File: src/rtl/uart_fifo_pkg.sv
package uart_fifo_pkg;

    localparam int unsigned BYTE_W = 8;

    typedef enum logic [1:0] {
        RXT_ONE      = 2'b00,
        RXT_QUARTER  = 2'b01,
        RXT_HALF     = 2'b10,
        RXT_NEARFULL = 2'b11
    } rx_thr_e;

    typedef struct packed {
        logic    en;
        logic    dma;
        rx_thr_e thr;
    } fifo_cfg_t;

    function automatic logic [7:0] thr_bytes(input rx_thr_e sel);
        case (sel)
            RXT_ONE:      thr_bytes = 8'd1;
            RXT_QUARTER:  thr_bytes = 8'd4;
            RXT_HALF:     thr_bytes = 8'd8;
            default:      thr_bytes = 8'd14;
        endcase
    endfunction

endpackage

File: src/rtl/fifo_cfg_reg.sv
module fifo_cfg_reg
    import uart_fifo_pkg::*;
(
    input  logic              clk,
    input  logic              rst_n,
    input  logic              we,
    input  logic [7:0]        wdata,
    output fifo_cfg_t         cfg,
    output logic              flush_rx,
    output logic              flush_tx
);

    fifo_cfg_t cfg_d, cfg_q;
    logic      mode_flush;

    always_comb begin
        cfg_d      = cfg_q;
        mode_flush = we && (!wdata[0] || !cfg_q.en);
        flush_rx   = mode_flush || (we && wdata[0] && wdata[1]);
        flush_tx   = mode_flush || (we && wdata[0] && wdata[2]);
        if (we) begin
            cfg_d.en = wdata[0];
            if (wdata[0]) begin
                cfg_d.dma = wdata[3];
                cfg_d.thr = rx_thr_e'(wdata[7:6]);
            end
        end
    end

    always_ff @(posedge clk) begin
        if (!rst_n) cfg_q <= '0;
        else        cfg_q <= cfg_d;
    end

    assign cfg = cfg_q;

endmodule

File: src/rtl/byte_fifo.sv
module byte_fifo #(
    parameter int unsigned DEPTH = 16,
    parameter int unsigned W     = 8,
    localparam int unsigned AW   = (DEPTH > 1) ? $clog2(DEPTH) : 1,
    localparam int unsigned CW   = $clog2(DEPTH + 1)
) (
    input  logic          clk,
    input  logic          rst_n,
    input  logic          clr,
    input  logic          single,
    input  logic          push,
    input  logic [W-1:0]  din,
    input  logic          pop,
    output logic [W-1:0]  dout,
    output logic [CW-1:0] count,
    output logic          empty,
    output logic          full,
    output logic          drop
);

    typedef struct packed {
        logic [DEPTH-1:0][W-1:0] mem;
        logic [AW-1:0]           rd;
        logic [AW-1:0]           wr;
        logic [CW-1:0]           cnt;
    } st_t;

    st_t  st_d, st_q;
    logic pop_ok, push_ok;

    function automatic logic [AW-1:0] nxt(input logic [AW-1:0] p);
        nxt = (p == AW'(DEPTH - 1)) ? '0 : p + 1'b1;
    endfunction

    always_comb begin
        st_d    = st_q;
        full    = single ? (st_q.cnt != '0) : (st_q.cnt == CW'(DEPTH));
        pop_ok  = pop && (st_q.cnt != '0);
        push_ok = push && (!full || pop_ok);
        drop    = push && !push_ok && !clr;
        if (clr) begin
            st_d.rd  = '0;
            st_d.wr  = '0;
            st_d.cnt = '0;
        end else begin
            if (push_ok) begin
                st_d.mem[st_q.wr] = din;
                st_d.wr           = nxt(st_q.wr);
            end
            if (pop_ok) st_d.rd = nxt(st_q.rd);
            st_d.cnt = st_q.cnt + CW'(push_ok) - CW'(pop_ok);
        end
    end

    always_ff @(posedge clk) begin
        if (!rst_n) st_q <= '0;
        else        st_q <= st_d;
    end

    assign dout  = st_q.mem[st_q.rd];
    assign count = st_q.cnt;
    assign empty = (st_q.cnt == '0);

endmodule

File: src/rtl/rx_thr_cmp.sv
module rx_thr_cmp
    import uart_fifo_pkg::*;
#(
    parameter int unsigned CW = 5
) (
    input  logic          fifo_on,
    input  rx_thr_e       sel,
    input  logic [CW-1:0] count,
    output logic          hit
);

    logic [7:0] lvl;

    always_comb begin
        lvl = fifo_on ? thr_bytes(sel) : 8'd1;
        hit = (8'(count) >= lvl);
    end

endmodule

File: src/rtl/uart_fifo_ctl.sv
module uart_fifo_ctl
    import uart_fifo_pkg::*;
#(
    parameter int unsigned DEPTH = 16,
    localparam int unsigned CW   = $clog2(DEPTH + 1)
) (
    input  logic              clk,
    input  logic              rst_n,
    input  logic              cfg_we,
    input  logic [7:0]        cfg_wdata,
    input  logic              tx_push,
    input  logic [BYTE_W-1:0] tx_din,
    input  logic              tx_pop,
    output logic [BYTE_W-1:0] tx_dout,
    output logic [CW-1:0]     tx_level,
    output logic              tx_empty,
    output logic              tx_full,
    input  logic              rx_push,
    input  logic [BYTE_W-1:0] rx_din,
    input  logic              rx_pop,
    output logic [BYTE_W-1:0] rx_dout,
    output logic [CW-1:0]     rx_level,
    output logic              rx_empty,
    output logic              rx_full,
    output logic              rx_overrun,
    output logic              rx_trig,
    output logic [1:0]        fifo_mode
);

    typedef struct packed {
        logic ovr;
    } sticky_t;

    fifo_cfg_t cfg;
    logic      flush_rx, flush_tx;
    logic      rx_drop, tx_drop;
    sticky_t   stk_d, stk_q;

    fifo_cfg_reg i_cfg (
        .clk      (clk),
        .rst_n    (rst_n),
        .we       (cfg_we),
        .wdata    (cfg_wdata),
        .cfg      (cfg),
        .flush_rx (flush_rx),
        .flush_tx (flush_tx)
    );

    byte_fifo #(.DEPTH(DEPTH), .W(BYTE_W)) i_txq (
        .clk    (clk),
        .rst_n  (rst_n),
        .clr    (flush_tx),
        .single (!cfg.en),
        .push   (tx_push),
        .din    (tx_din),
        .pop    (tx_pop),
        .dout   (tx_dout),
        .count  (tx_level),
        .empty  (tx_empty),
        .full   (tx_full),
        .drop   (tx_drop)
    );

    byte_fifo #(.DEPTH(DEPTH), .W(BYTE_W)) i_rxq (
        .clk    (clk),
        .rst_n  (rst_n),
        .clr    (flush_rx),
        .single (!cfg.en),
        .push   (rx_push),
        .din    (rx_din),
        .pop    (rx_pop),
        .dout   (rx_dout),
        .count  (rx_level),
        .empty  (rx_empty),
        .full   (rx_full),
        .drop   (rx_drop)
    );

    rx_thr_cmp #(.CW(CW)) i_thr (
        .fifo_on (cfg.en),
        .sel     (cfg.thr),
        .count   (rx_level),
        .hit     (rx_trig)
    );

    always_comb begin
        stk_d = stk_q;
        if (flush_rx)     stk_d.ovr = 1'b0;
        else if (rx_drop) stk_d.ovr = 1'b1;
    end

    always_ff @(posedge clk) begin
        if (!rst_n) stk_q <= '0;
        else        stk_q <= stk_d;
    end

    assign rx_overrun = stk_q.ovr;
    assign fifo_mode  = {2{cfg.en}};

endmodule

File: config.mk
export PLATFORM = sky130hd
export DESIGN_NAME = uart_fifo_ctl
export DESIGN_NICKNAME = d
export VERILOG_FILES = /design/src/rtl/uart_fifo_pkg.sv /design/src/rtl/fifo_cfg_reg.sv /design/src/rtl/byte_fifo.sv /design/src/rtl/rx_thr_cmp.sv /design/src/rtl/uart_fifo_ctl.sv
export SDC_FILE = /design/constraint.sdc
export NUM_CORES = 1
export LEC_CHECK = 0
export CAP_MARGIN = 20
export CORE_MARGIN = 10
export CORE_UTILIZATION = 55
export CTS_CLUSTER_SIZE = 25
export DETAILED_ROUTE_END_ITERATION = 12
export PLACE_DENSITY = 0.74
export SETUP_SLACK_MARGIN = 0.3
export SKIP_CTS_REPAIR_TIMING = 1
export SYNTH_ARGS = -nofsm -noshare
export SYNTH_HDL_FRONTEND = slang
export SYNTH_SLANG_ARGS = --single-unit
File: constraint.sdc
create_clock -name clk -period 3.1 [get_ports clk]
set_input_delay 0.62 -clock clk [delete_from_list [all_inputs] [get_ports clk]]
set_output_delay 0.62 -clock clk [all_outputs]
set_load 0.02 [all_outputs]
# Yosys cells after proc, flatten, opt, wreduce, memory -nomap -nowiden
# Cells that the tools add are included.
[totals] latch_bits=0 register_bits=286 in_bits=31 mem_bits_ro=0 ram_bits=0 output_inout_bits=34 elab_cells=118 mem_count=0
[op_classes] n_lt_le_gt_ge=7 div_mod_pow=0 n_shift=0 n_reduce_logical=33 multipliers=0 n_eq_ne=8 bitwise=3 muxes=18 n_addsub=8
[ops] op="128-bit bitwise mux" count=2
[ops] op="8-bit binary-select mux with 4-bit select" count=2
[ops] op="8-bit demux with 4-bit select" count=2
[ops] op="8-bit two-way mux" count=4
[ops] op="4-bit by 5-bit less-than comparator with 1-bit output (second input constant)" count=4
[ops] op="4-bit two-way mux" count=5
[ops] op="4-bit by 1-bit adder with 4-bit output (second input constant)" count=4
[ops] op="4-bit == test (second input constant)" count=4
[ops] op="1-bit logical AND" count=12
[ops] op="4-bit case mux with 3 select lines" count=1
[ops] op="5-bit by 1-bit adder with 5-bit output" count=2
[ops] op="5-bit == test (second input constant)" count=2
[ops] op="5-bit logical NOT" count=2
[ops] op="5-bit nonzero test" count=2
[ops] op="5-bit by 1-bit subtractor with 5-bit output" count=2
[ops] op="4-bit by 1-bit greater-or-equal comparator with 1-bit output (second input constant)" count=2
[ops] op="5-bit by 8-bit greater-or-equal comparator with 1-bit output" count=1
[ops] op="1-bit logical NOT" count=6
[ops] op="2-bit AND reduction" count=3
[ops] op="1-bit logical OR" count=5
[ops] op="2-bit OR reduction" count=2
[ops] op="1-bit NOT" count=3
[ops] op="2-bit by 1-bit == test with 1-bit output (second input constant)" count=1
[ops] op="2-bit == test (second input constant)" count=1
[ops] op="other kinds (2)" count=3

# Logic depth before layout (Yosys ltp)
# Gate-level depths: netlist (run 1).
[depth] word_depth=8 depth_mapped=13 depth_no_buf=12

# Hierarchy
# Synthesis (run 1) repeated with hierarchy kept, for this count alone.
[hier_totals] cells_unflattened=1283 hier_area_um2=13429.1
[modules_own_cells] mod="byte_fifo" n_inst=2 seq_area_each_um2=2822.7 cells_per_inst=622 area_per_inst_um2=6555.0
[modules_own_cells] mod="fifo_cfg_reg" n_inst=1 seq_area_each_um2=80.1 cells_per_inst=19 area_per_inst_um2=166.4
[modules_own_cells] mod="rx_thr_cmp" n_inst=1 seq_area_each_um2=0.0 cells_per_inst=15 area_per_inst_um2=105.1
[modules_own_cells] mod="uart_fifo_ctl" n_inst=1 seq_area_each_um2=20.0 cells_per_inst=5 area_per_inst_um2=47.5

# Worst setup path before layout (run 1)
# OpenSTA, ideal clock, no wires.
[synth_path] path_kind="flip-flop to flip-flop" from="register i_txq.st_q, in the netlist i_txq.count[3]" to="register i_txq.st_q, in the netlist i_txq.count[4]" setup_time_ns=0.071 arrival_ns=2.807 path_buffers=1 synth_period_minus_slack_ns=2.879 required_ns=3.029 stages_incl_launch_ff=13 path_slack_ns=0.221 cell_sequence="dfxtp_1 inv_1 ha_1 or3b_1 a211o_2 buf_6 and2_4 ha_1 fa_1 a21oi_1 nor2_1 or3_1 a21oi_1"
[synth_between] elab_chain_cells=7 elab_cells_between_ends=9 classes_between="add/sub (2); eq/ne (1); mux (1); reduce/logical (5)"
[synth_lines] element="start: declaration" line="byte_fifo.sv:28" source="st_t st_d, st_q;"
[synth_lines] element="start signal: assignment" line="byte_fifo.sv:57" source="else st_q <= st_d;"
[synth_lines] element="5-bit == test / 5-bit nonzero test (equally long branches)" line="byte_fifo.sv:37, byte_fifo.sv:38"
[synth_lines] element="1-bit two-way mux" line="byte_fifo.sv:37" source="full = single ? (st_q.cnt != '0) : (st_q.cnt == CW'(DEPTH));"
[synth_lines] element="1-bit logical NOT" line="byte_fifo.sv:39" source="push_ok = push && (!full || pop_ok);"
[synth_lines] element="1-bit logical OR" line="byte_fifo.sv:39"
[synth_lines] element="1-bit logical AND" line="byte_fifo.sv:39"
[synth_lines] element="5-bit by 1-bit adder with 5-bit output" line="byte_fifo.sv:51" source="st_d.cnt = st_q.cnt + CW'(push_ok) - CW'(pop_ok);"
[synth_lines] element="5-bit by 1-bit subtractor with 5-bit output *" line="byte_fifo.sv:51"
# Every way passes the cells marked *; elsewhere a longest branch is shown, timed or not.
# A chain may end at the register's enable or synchronous reset.

# Final worst setup path (run 1)
[layout_path] from="register i_cfg.cfg_q, in the netlist i_cfg.cfg[3]" to="output port rx_trig"
[layout_between] elab_chain_cells=2
[layout_lines] element="start: declaration" line="fifo_cfg_reg.sv:13" source="fifo_cfg_t cfg_d, cfg_q;"
[layout_lines] element="start signal: assignment" line="fifo_cfg_reg.sv:32" source="else cfg_q <= cfg_d;"
[layout_lines] element="4-bit two-way mux" line="rx_thr_cmp.sv:15" source="lvl = fifo_on ? thr_bytes(sel) : 8'd1;"
[layout_lines] element="5-bit by 8-bit greater-or-equal comparator with 1-bit output" line="rx_thr_cmp.sv:16" source="hit = (8'(count) >= lvl);"
[layout_lines] element="end: declaration" line="uart_fifo_ctl.sv:26" source="output logic rx_trig,"
# No other way between the ends.

==> impl_metrics.yaml, run 1 <==
run_status:
  status: "complete, no violations"
setup_path:
  cp.arrival_ps: 2360
  start_kind: "register"
  critPathRequiredTime_ps: 2480
  crit_type: "register to primary output"
  critPathCaptureType: "primary output"
  crit_fanout: 8
placed_design:
  io_buffers: 61
  place_area_sq_um: 14200
  pre_cts_slack_ps: 147
  post-dp-hpwl_um: 19700
  gp_congestion: 0.789
cells_and_area:
  postLayoutCellArea_sq_um: 15700
  drive_gt1_share_pct: 20.4
  areaGrowthSynthToFinish_pct: 17.1
  fin_nets: 1392
  antennaDiodeCount: 0
  final_cell_mix: "nand2_1 (309), dfxtp_1 (279), mux2i_1 (261)"
  layout_commonest_cell: "nand2_1"
synth:
  synth_async_sr_flop_share_pct: 0
  syn-cell-area_sq_um: 13400
  synth_edf_count: 0
  yosysSeqAreaShare_pct: 42.7
  syn_nets: 1336
  synth_cells: 1277
  synth_area_per_cell_sq_um: 10.5
  synthFlopType: "dfxtp_1"
  ys_seq_elements: 286
  ys_warn_count: 0
  synth_cell_type_count: 48
die:
  dieHeight_um: 176
  core_sq_um: 24200
  start_util_pct: 55.4
  die_w_um: 176
  rows: 57
  ios: 65
  dieArea_sq_um: 31000
sta:
  relSlewSlack_pct: 49.3
  rsz0062_at_grt: "true"
  final.setup.tns_ps: 0
  min_period_ps: 2980
  hold_viol: 0
  max_freq_ghz: 0.335
  drv_slew: 0
  tightest_slew_ps: 760
  setup_viol: 0
  fin_skew_ps: 32.5
  finalCritPeriodShare_pct: 96.3
  layout_setup_ws_ps: 116
global_route:
  grt_pass1_wl_um: 49400
  grt_use_total_pct: 19.0
  grt_max_degree: 85
  grt-ovfl-total: 0
  antenna_found_initial: 0
  grt_pass1_vias: 9502
clocking:
  htree_num_levels: 1
  cts_root_buf: "clkbuf_16"
  clock-sinks: 286
  insertion_delay_ps: 560
  numCtsBuffers: 29
  cts.clk_slew.worst_paths_ps: 60
  cts_max_path_buffers: 3
  cts_tree: "yes"
power_and_ir_drop:
  ir_worst_vdd_mv: 0.527
  powerDensity_nw_per_um2: 649
  p_total_uw: 10200
  total_leakage_power_uw: 0.00732
route:
  vias: 9671
  drtPass1Iterations: 5
  drt_iter0_markers: 772
  drt-wirelength-per-cell_um: 18.6
  postRouteAntennaNets: 0
  wirelength_um: 31200
  vias_per_cell: 5.76
  drc: 0
hold_path:
  min-delay-path-class: "register to register"
flow_run:
  drv_cap: 0
[synth_stat cells (4+ instances only)]
master	number	area [sq um]
a22oi_1	32	240
nand4_1	4	25.0
nor2b_1	6	37.5
a21o_1	6	45.0
buf_1	4	15.0
nand3_1	7	35.0
nand2b_1	7	43.8
clkbuf_1	62	233
o21ai_0	6	30.0
a21boi_0	5	37.5
and2_1	6	37.5
mux2i_1	261	2610
mux4_2	64	1440
buf_2	14	70.1
a21oi_1	15	75.1
dfxtp_1	286	5730
inv_1	17	63.8
nand4b_1	7	61.3
nand2_1	311	1170
or3_1	5	31.3
nor2_1	40	150
nand3_2	17	170
ha_1	26	325
nand3_4	7	123
xnor2_1	4	35.0
buf_4	17	128
buf_6	7	78.8
[area by class of cell]
| cell class | count | area, sq um |
|---|---|---|
| Clock inverter | 14 | 159 |
| Clock buffer | 38 | 830 |
| Tap cell | 324 | 405 |
| Sequential cell | 286 | 5740 |
| Timing Repair Buffer | 130 | 1260 |
| Multi-Input combinational cell | 869 | 7230 |
| Inverter | 17 | 63.8 |
| Fill cell | 1816 | 8490 |
[through the flow]
step                util, %  hold WS (ps)  cells
finish                 64.9           455   1678
detailed placement     58.8           450   1594
CTS                    62.9           459   1646
floorplan                 -           435   1277
global placement       58.8           441   1594
global route           64.9           474   1678
[critical path: stages (launching register included)]
cell	delay, ps
dfxtp_2	390
o21ai_0	110
ha_1	280
nand2b_1	160
a21o_1	190
a21o_1	170
a211o_1	280
dlymetal6s2s_1	210
[power by group]
| part | total [uW] | switching, uW | internal [uW] |
|---|---|---|---|
| clock | 3600 | 1470 | 2130 |
| sequential | 3910 | 124 | 3780 |
| combinational | 2670 | 1380 | 1290 |
| total | 10200 | 2980 | 7200 |
[cells by family after synthesis]
group,after synthesis,share of synthesized area [%]
AO/OA/AOI/OAI,82,4.41
XOR/XNOR,6,0.392
adder cells (fa/ha/maj),28,2.73
buffers and inverters,122,4.50
flip-flops,286,42.7
multiplexers,325,30.3
AND/OR/NAND/NOR,428,15.0
[metal layers]
layer | part of all wire [%] | track usage (%) | wire length [um]
met1 | 48 | 27.0 | 14900
met2 | 45 | 30.2 | 14100
met3 | 5.9 | 2.71 | 1860
met4 | 1.3 | 4.31 | 395
met5 | 0 | 0 | 0
[registers in the layout, summed over array words and instances (netlist names)]
name / flops
i_cfg.cfg: 3
rx_overrun: 1
i_rxq.count: 5
i_txq.count: 5
i_txq.st_q: 136
i_rxq.st_q: 136
[worst paths after layout]
| kind | from | end | slack (ps) | cells past startpoint |
|---|---|---|---|---|
| worst max-delay path | i_cfg.cfg[3] | rx_trig | 120 | 7 |
| worst min-delay path | i_txq.st_q[138] | i_txq.st_q[138] | 460 | 2 |
| worst max register to register | i_rxq.count[2] | i_rxq.count[4] | 240 | 11 |
| worst min register to register | i_txq.st_q[138] | i_txq.st_q[138] | 460 | 2 |
(Power assumes the default switching activity.)
==> run 2: changes to the inputs <==
--- a/config.mk
+++ b/config.mk
@@ -8,6 +8,7 @@
 export CAP_MARGIN = 20
 export CORE_MARGIN = 10
 export CORE_UTILIZATION = 55
+export CTS_CLUSTER_DIAMETER = 80
 export CTS_CLUSTER_SIZE = 25
 export DETAILED_ROUTE_END_ITERATION = 12
 export PLACE_DENSITY = 0.74
==> run 2 against run 1 <==
Total power fell by 13%. First-iteration DRC count fell by 7.9%. Clock skew fell by 17 ps. Die area did not move. Critical path depth did not move.
==> impl_metrics.yaml, run 2 (synthesis results as in run 1) <==
setup_path:
  critPathMaxStageDelay_ps: 400
  crit_type: "register to primary output"
  crit_fanout: 8
  critPathRequiredTime_ps: 2480
  crit_path_frequent_cell: "a21o_1"
  crit_family: "compound AO/OA/AOI/OAI gates"
  path_cells: "o21ai_0, ha_1, nand2b_1, a21o_1, a21o_1, a211o_1, dlymetal6s2s_1"
  cp.arrival_ps: 2320
  crit_buf_inv: 1
  slowest_stage: "dfxtp_2"
  critPathCaptureType: "primary output"
  start_kind: "register"
placed_design:
  pre_cts_slack_ps: 147
  gp_congestion: 0.789
  post-dp-hpwl_um: 19700
  dp.cells: 1594
  io_buffers: 61
route:
  vias: 9422
  drt_iter0_markers: 711
  postRouteAntennaNets: 0
  drt-wirelength-per-cell_um: 18.4
  drc: 0
  vias_per_cell: 5.75
  drtPass1Iterations: 5
  wirelength_um: 30200
power_and_ir_drop:
  total_leakage_power_uw: 0.00701
  powerDensity_nw_per_um2: 590
  ir_worst_vdd_mv: 0.501
global_route:
  grt_pass1_wl_um: 48500
  grt_max_degree: 85
  antenna_found_initial: 0
  grt_use_total_pct: 18.7
  grt_pass1_vias: 9349
  grt-ovfl-total: 0
die:
  rows: 57
  core_sq_um: 24200
  dieArea_sq_um: 31000
  dieHeight_um: 176
  die_w_um: 176
  ios: 65
  start_util_pct: 55.4
run_status:
  status: "complete, no violations"
sta:
  min_period_ps: 2940
  max_freq_ghz: 0.341
  drv_slew: 0
  setup_viol: 0
  hold_viol: 0
  finalCritPeriodShare_pct: 94.7
  layout_setup_ws_ps: 164
  tightest_slew_ps: 681
  fin_skew_ps: 15.3
  rsz0062_at_grt: "true"
  relSlewSlack_pct: 54.5
  whs_ps: 462
  final.setup.tns_ps: 0
clocking:
  numCtsBuffers: 16
  cts_max_path_buffers: 3
  cts_tree: "yes"
  cts_root_buf: "clkbuf_16"
  insertion_delay_ps: 500
  htree_num_levels: 1
  cts.clk_slew.worst_paths_ps: 90
  clock-sinks: 286
cells_and_area:
  areaGrowthSynthToFinish_pct: 12.3
  utilization_pct: 62.2
  layout_commonest_cell: "nand2_1"
  antennaDiodeCount: 0
  reg_top3: "i_rxq.st_q x136, i_txq.st_q x136"
  fin_cells: 1639
  drive_gt1_share_pct: 17.3
  final_cell_mix: "nand2_1 (311), dfxtp_1 (280), mux2i_1 (261)"
  fin_nets: 1368
flow_run:
  drv_cap: 0
hold_path:
  min-delay-path-class: "register to register"
-- run 2: final timing paths --
check | startpoint | endpoint | slack (ps) | depth (start not counted)
worst max-delay path | i_cfg.cfg[3] | rx_trig | 160 | 7
worst min-delay path | i_rxq.st_q[104] | i_rxq.st_q[104] | 460 | 2
worst max register to register | i_rxq.count[2] | i_rxq.count[4] | 310 | 11
worst min register to register | i_rxq.st_q[104] | i_rxq.st_q[104] | 460 | 2
-- run 2: power by group --
part / total, uW / internal (uW) / switching, uW / leakage, uW
registers: 3890 / 3780 / 118 / 0.00231
clock network: 2370 / 1110 / 1250 / 0.000247
logic: 2620 / 1250 / 1360 / 0.00446
total: 8880 / 6140 / 2730 / 0.00701
-- run 2: stage by stage --
| step | power, uW | instance area [sq um] |
|---|---|---|
| floorplan | 5700 | 13400 |
| global placement | 6260 | 14200 |
| detailed placement | 6320 | 14200 |
| CTS | 8670 | 14700 |
| global route | 9300 | 15000 |
| finish | 8880 | 15000 |
-- run 2: cell type report --
| class | count | area [sq um] |
|---|---|---|
| inverter | 17 | 63.8 |
| clock inverter | 4 | 73.8 |
| fill | 1922 | 9130 |
| clock buffer | 20 | 437 |
| tap | 324 | 405 |
| multi-input combinational | 869 | 7200 |
| timing repair buffer | 119 | 1130 |
| sequential | 286 | 5740 |
-- run 2: tightest hold or removal path, cell delays in order, from the launching register on --
cell and delay (ps):
dfxtp_1 320, nand2_1 50, mux2i_1 50
-- run 2: per-layer routing --
metal	track usage, %	wire length (um)	vias up
met4	3.14	372	0
li1	-	-	4502
met5	0	0	-
met2	29.9	13800	224
met1	26.8	14600	4665
met3	2.31	1430	31
==> run 3: changes to the inputs <==
--- a/config.mk
+++ b/config.mk
@@ -6,7 +6,7 @@
 export NUM_CORES = 1
 export LEC_CHECK = 0
 export CAP_MARGIN = 20
-export CORE_MARGIN = 10
+export CORE_MARGIN = 1.5
 export CORE_UTILIZATION = 55
 export CTS_CLUSTER_DIAMETER = 80
 export CTS_CLUSTER_SIZE = 25
==> constraint.sdc (replaced) <==
create_clock -name clk -period 3.1 [get_ports clk]
set_input_delay 0.62 -clock clk [delete_from_list [all_inputs] [get_ports clk]]
set_output_delay 0.62 -clock clk [all_outputs]
set_load 0.1 [all_outputs]
==> run 3 against run 2 <==
Fmax is 2.0% higher. Core utilization is 2.8 points higher. Count of clock-buffer cells in the layout is 1 lower. Register-to-register slack better by 100 ps. Sequential power hardly changed. Clock skew hardly changed. Global-route usage is 4.3 points higher. Clock power hardly changed. Total power is 13% higher.
==> impl_metrics.yaml, run 3 (synthesis results as in run 1) <==
cells_and_area:
  antennaDiodeCount: 0
  seq_area_sq_um: 5750
  final_cell_mix: "nand2_1 (296), dfxtp_1 (275), mux2i_1 (261)"
  fillers: 1874
  drive_gt1_share_pct: 22.2
  layout_commonest_cell: "nand2_1"
  areaGrowthSynthToFinish_pct: 14.9
  fin_nets: 1361
  postLayoutCellArea_sq_um: 15400
  multiInputGateArea_sq_um: 7360
  reg_top3: "i_rxq.st_q x136, i_txq.st_q x136"
route:
  wirelength_um: 30100
  drt_iter0_markers: 597
  drtPass1Iterations: 5
  drt-wirelength-per-cell_um: 18.5
  vias_per_cell: 5.71
  drc: 0
  vias: 9295
  postRouteAntennaNets: 0
clocking:
  cts_root_buf: "clkbuf_16"
  cts.clk_slew.worst_paths_ps: 100
  numCtsBuffers: 16
  cts_max_path_buffers: 3
  cts_tree: "yes"
  insertion_delay_ps: 500
  htree_num_levels: 1
  clock-sinks: 286
sta:
  hold_viol: 0
  drv_slew: 0
  fin_skew_ps: 15.6
  max_freq_ghz: 0.347
  finalCritPeriodShare_pct: 92.9
  final.setup.tns_ps: 0
  min_period_ps: 2880
  setup_viol: 0
  whs_ps: 462
  tightest_slew_ps: 856
  relSlewSlack_pct: 42.4
  rsz0062_at_grt: "true"
die:
  core_sq_um: 23700
  ios: 65
  rows: 56
  dieHeight_um: 159
  die_w_um: 159
  start_util_pct: 56.6
  dieArea_sq_um: 25300
global_route:
  grt-ovfl-total: 0
  grt_pass1_vias: 9112
  antenna_found_initial: 0
  grt_max_degree: 106
  grt_pass1_wl_um: 47800
  grt_use_total_pct: 23.0
placed_design:
  place_area_sq_um: 14300
  post-dp-hpwl_um: 19000
  io_buffers: 61
  gp_congestion: 0.778
flow_run:
  drv_cap: 0
power_and_ir_drop:
  powerDensity_nw_per_um2: 654
  ir_worst_vdd_mv: 1.36
  p_total_uw: 10100
  total_leakage_power_uw: 0.00703
setup_path:
  crit_fanout: 7
  critPathRequiredTime_ps: 2480
  crit_type: "register to primary output"
  start_kind: "register"
  critPathCaptureType: "primary output"
  cp.arrival_ps: 2260
run_status:
  status: "complete, no violations"
hold_path:
  min-delay-path-class: "register to register"
==> run 3: cell count changes in the layout (fill, tap and decap cells not counted), moves of 14 or more <==
| cell | before | now |
|---|---|---|
| nand2_2 | 1 | 16 |
| clkdlybuf4s50_1 | 40 | 26 |
| nand2_1 | 311 | 296 |
| clkbuf_2 | 14 | 0 |
| buf_12 | 7 | 25 |
==> run 3: metal layers <==
layer	vias to the layer above	part of all wire [%]	track usage (%)	wire, um
met4	0	1.3	3.95	384
met2	179	46	37.0	13800
li1	4489	-	-	-
met5	-	0	0	0
met1	4601	49	33.7	14600
met3	26	4.3	2.66	1280
==> run 3: metrics by stage <==
step	instances	util, %	setup WS (ps)
after floorplan	1277	-	-361
after global placement	1581	60.6	281
after detailed placement	1581	60.6	278
after CTS	1605	62.8	-84.1
after global routing	1627	65.0	200
final	1627	65.0	221
==> run 3: final timing paths <==
kind | from | to | slack (ps) | cells after the start
max | i_txq.st_q[9] | tx_dout[4] | 220 | 5
min | i_rxq.st_q[40] | i_rxq.st_q[40] | 460 | 2
max reg2reg | i_txq.count[3] | i_txq.count[4] | 410 | 11
min reg2reg | i_rxq.st_q[40] | i_rxq.st_q[40] | 460 | 2
==> run 3: area by class of cell <==
type / instances / share of cell area (%)
clock buffer: 19 / 2.88
clock inverter: 5 / 0.479
inverter: 17 / 0.414
multi-input combinational: 869 / 47.8
sequential: 286 / 37.4
tap: 319 / 2.59
timing repair buffer: 112 / 8.46
==> run 3: where the power goes <==
group | switching [uW] | internal [uW] | total, uW | leakage, uW
clock | 1250 | 1130 | 2380 | 0.000249
combinational | 2370 | 1420 | 3780 | 0.00447
sequential | 122 | 3780 | 3900 | 0.00231
total | 3740 | 6330 | 10100 | 0.00703
==> run 3: worst max-delay path, cell delays in order, from the launching register on <==
cell	delay [ps]
dfxtp_4	480
buf_12	150
mux4_2	540
a22oi_2	280
nand2_2	120
buf_12	180
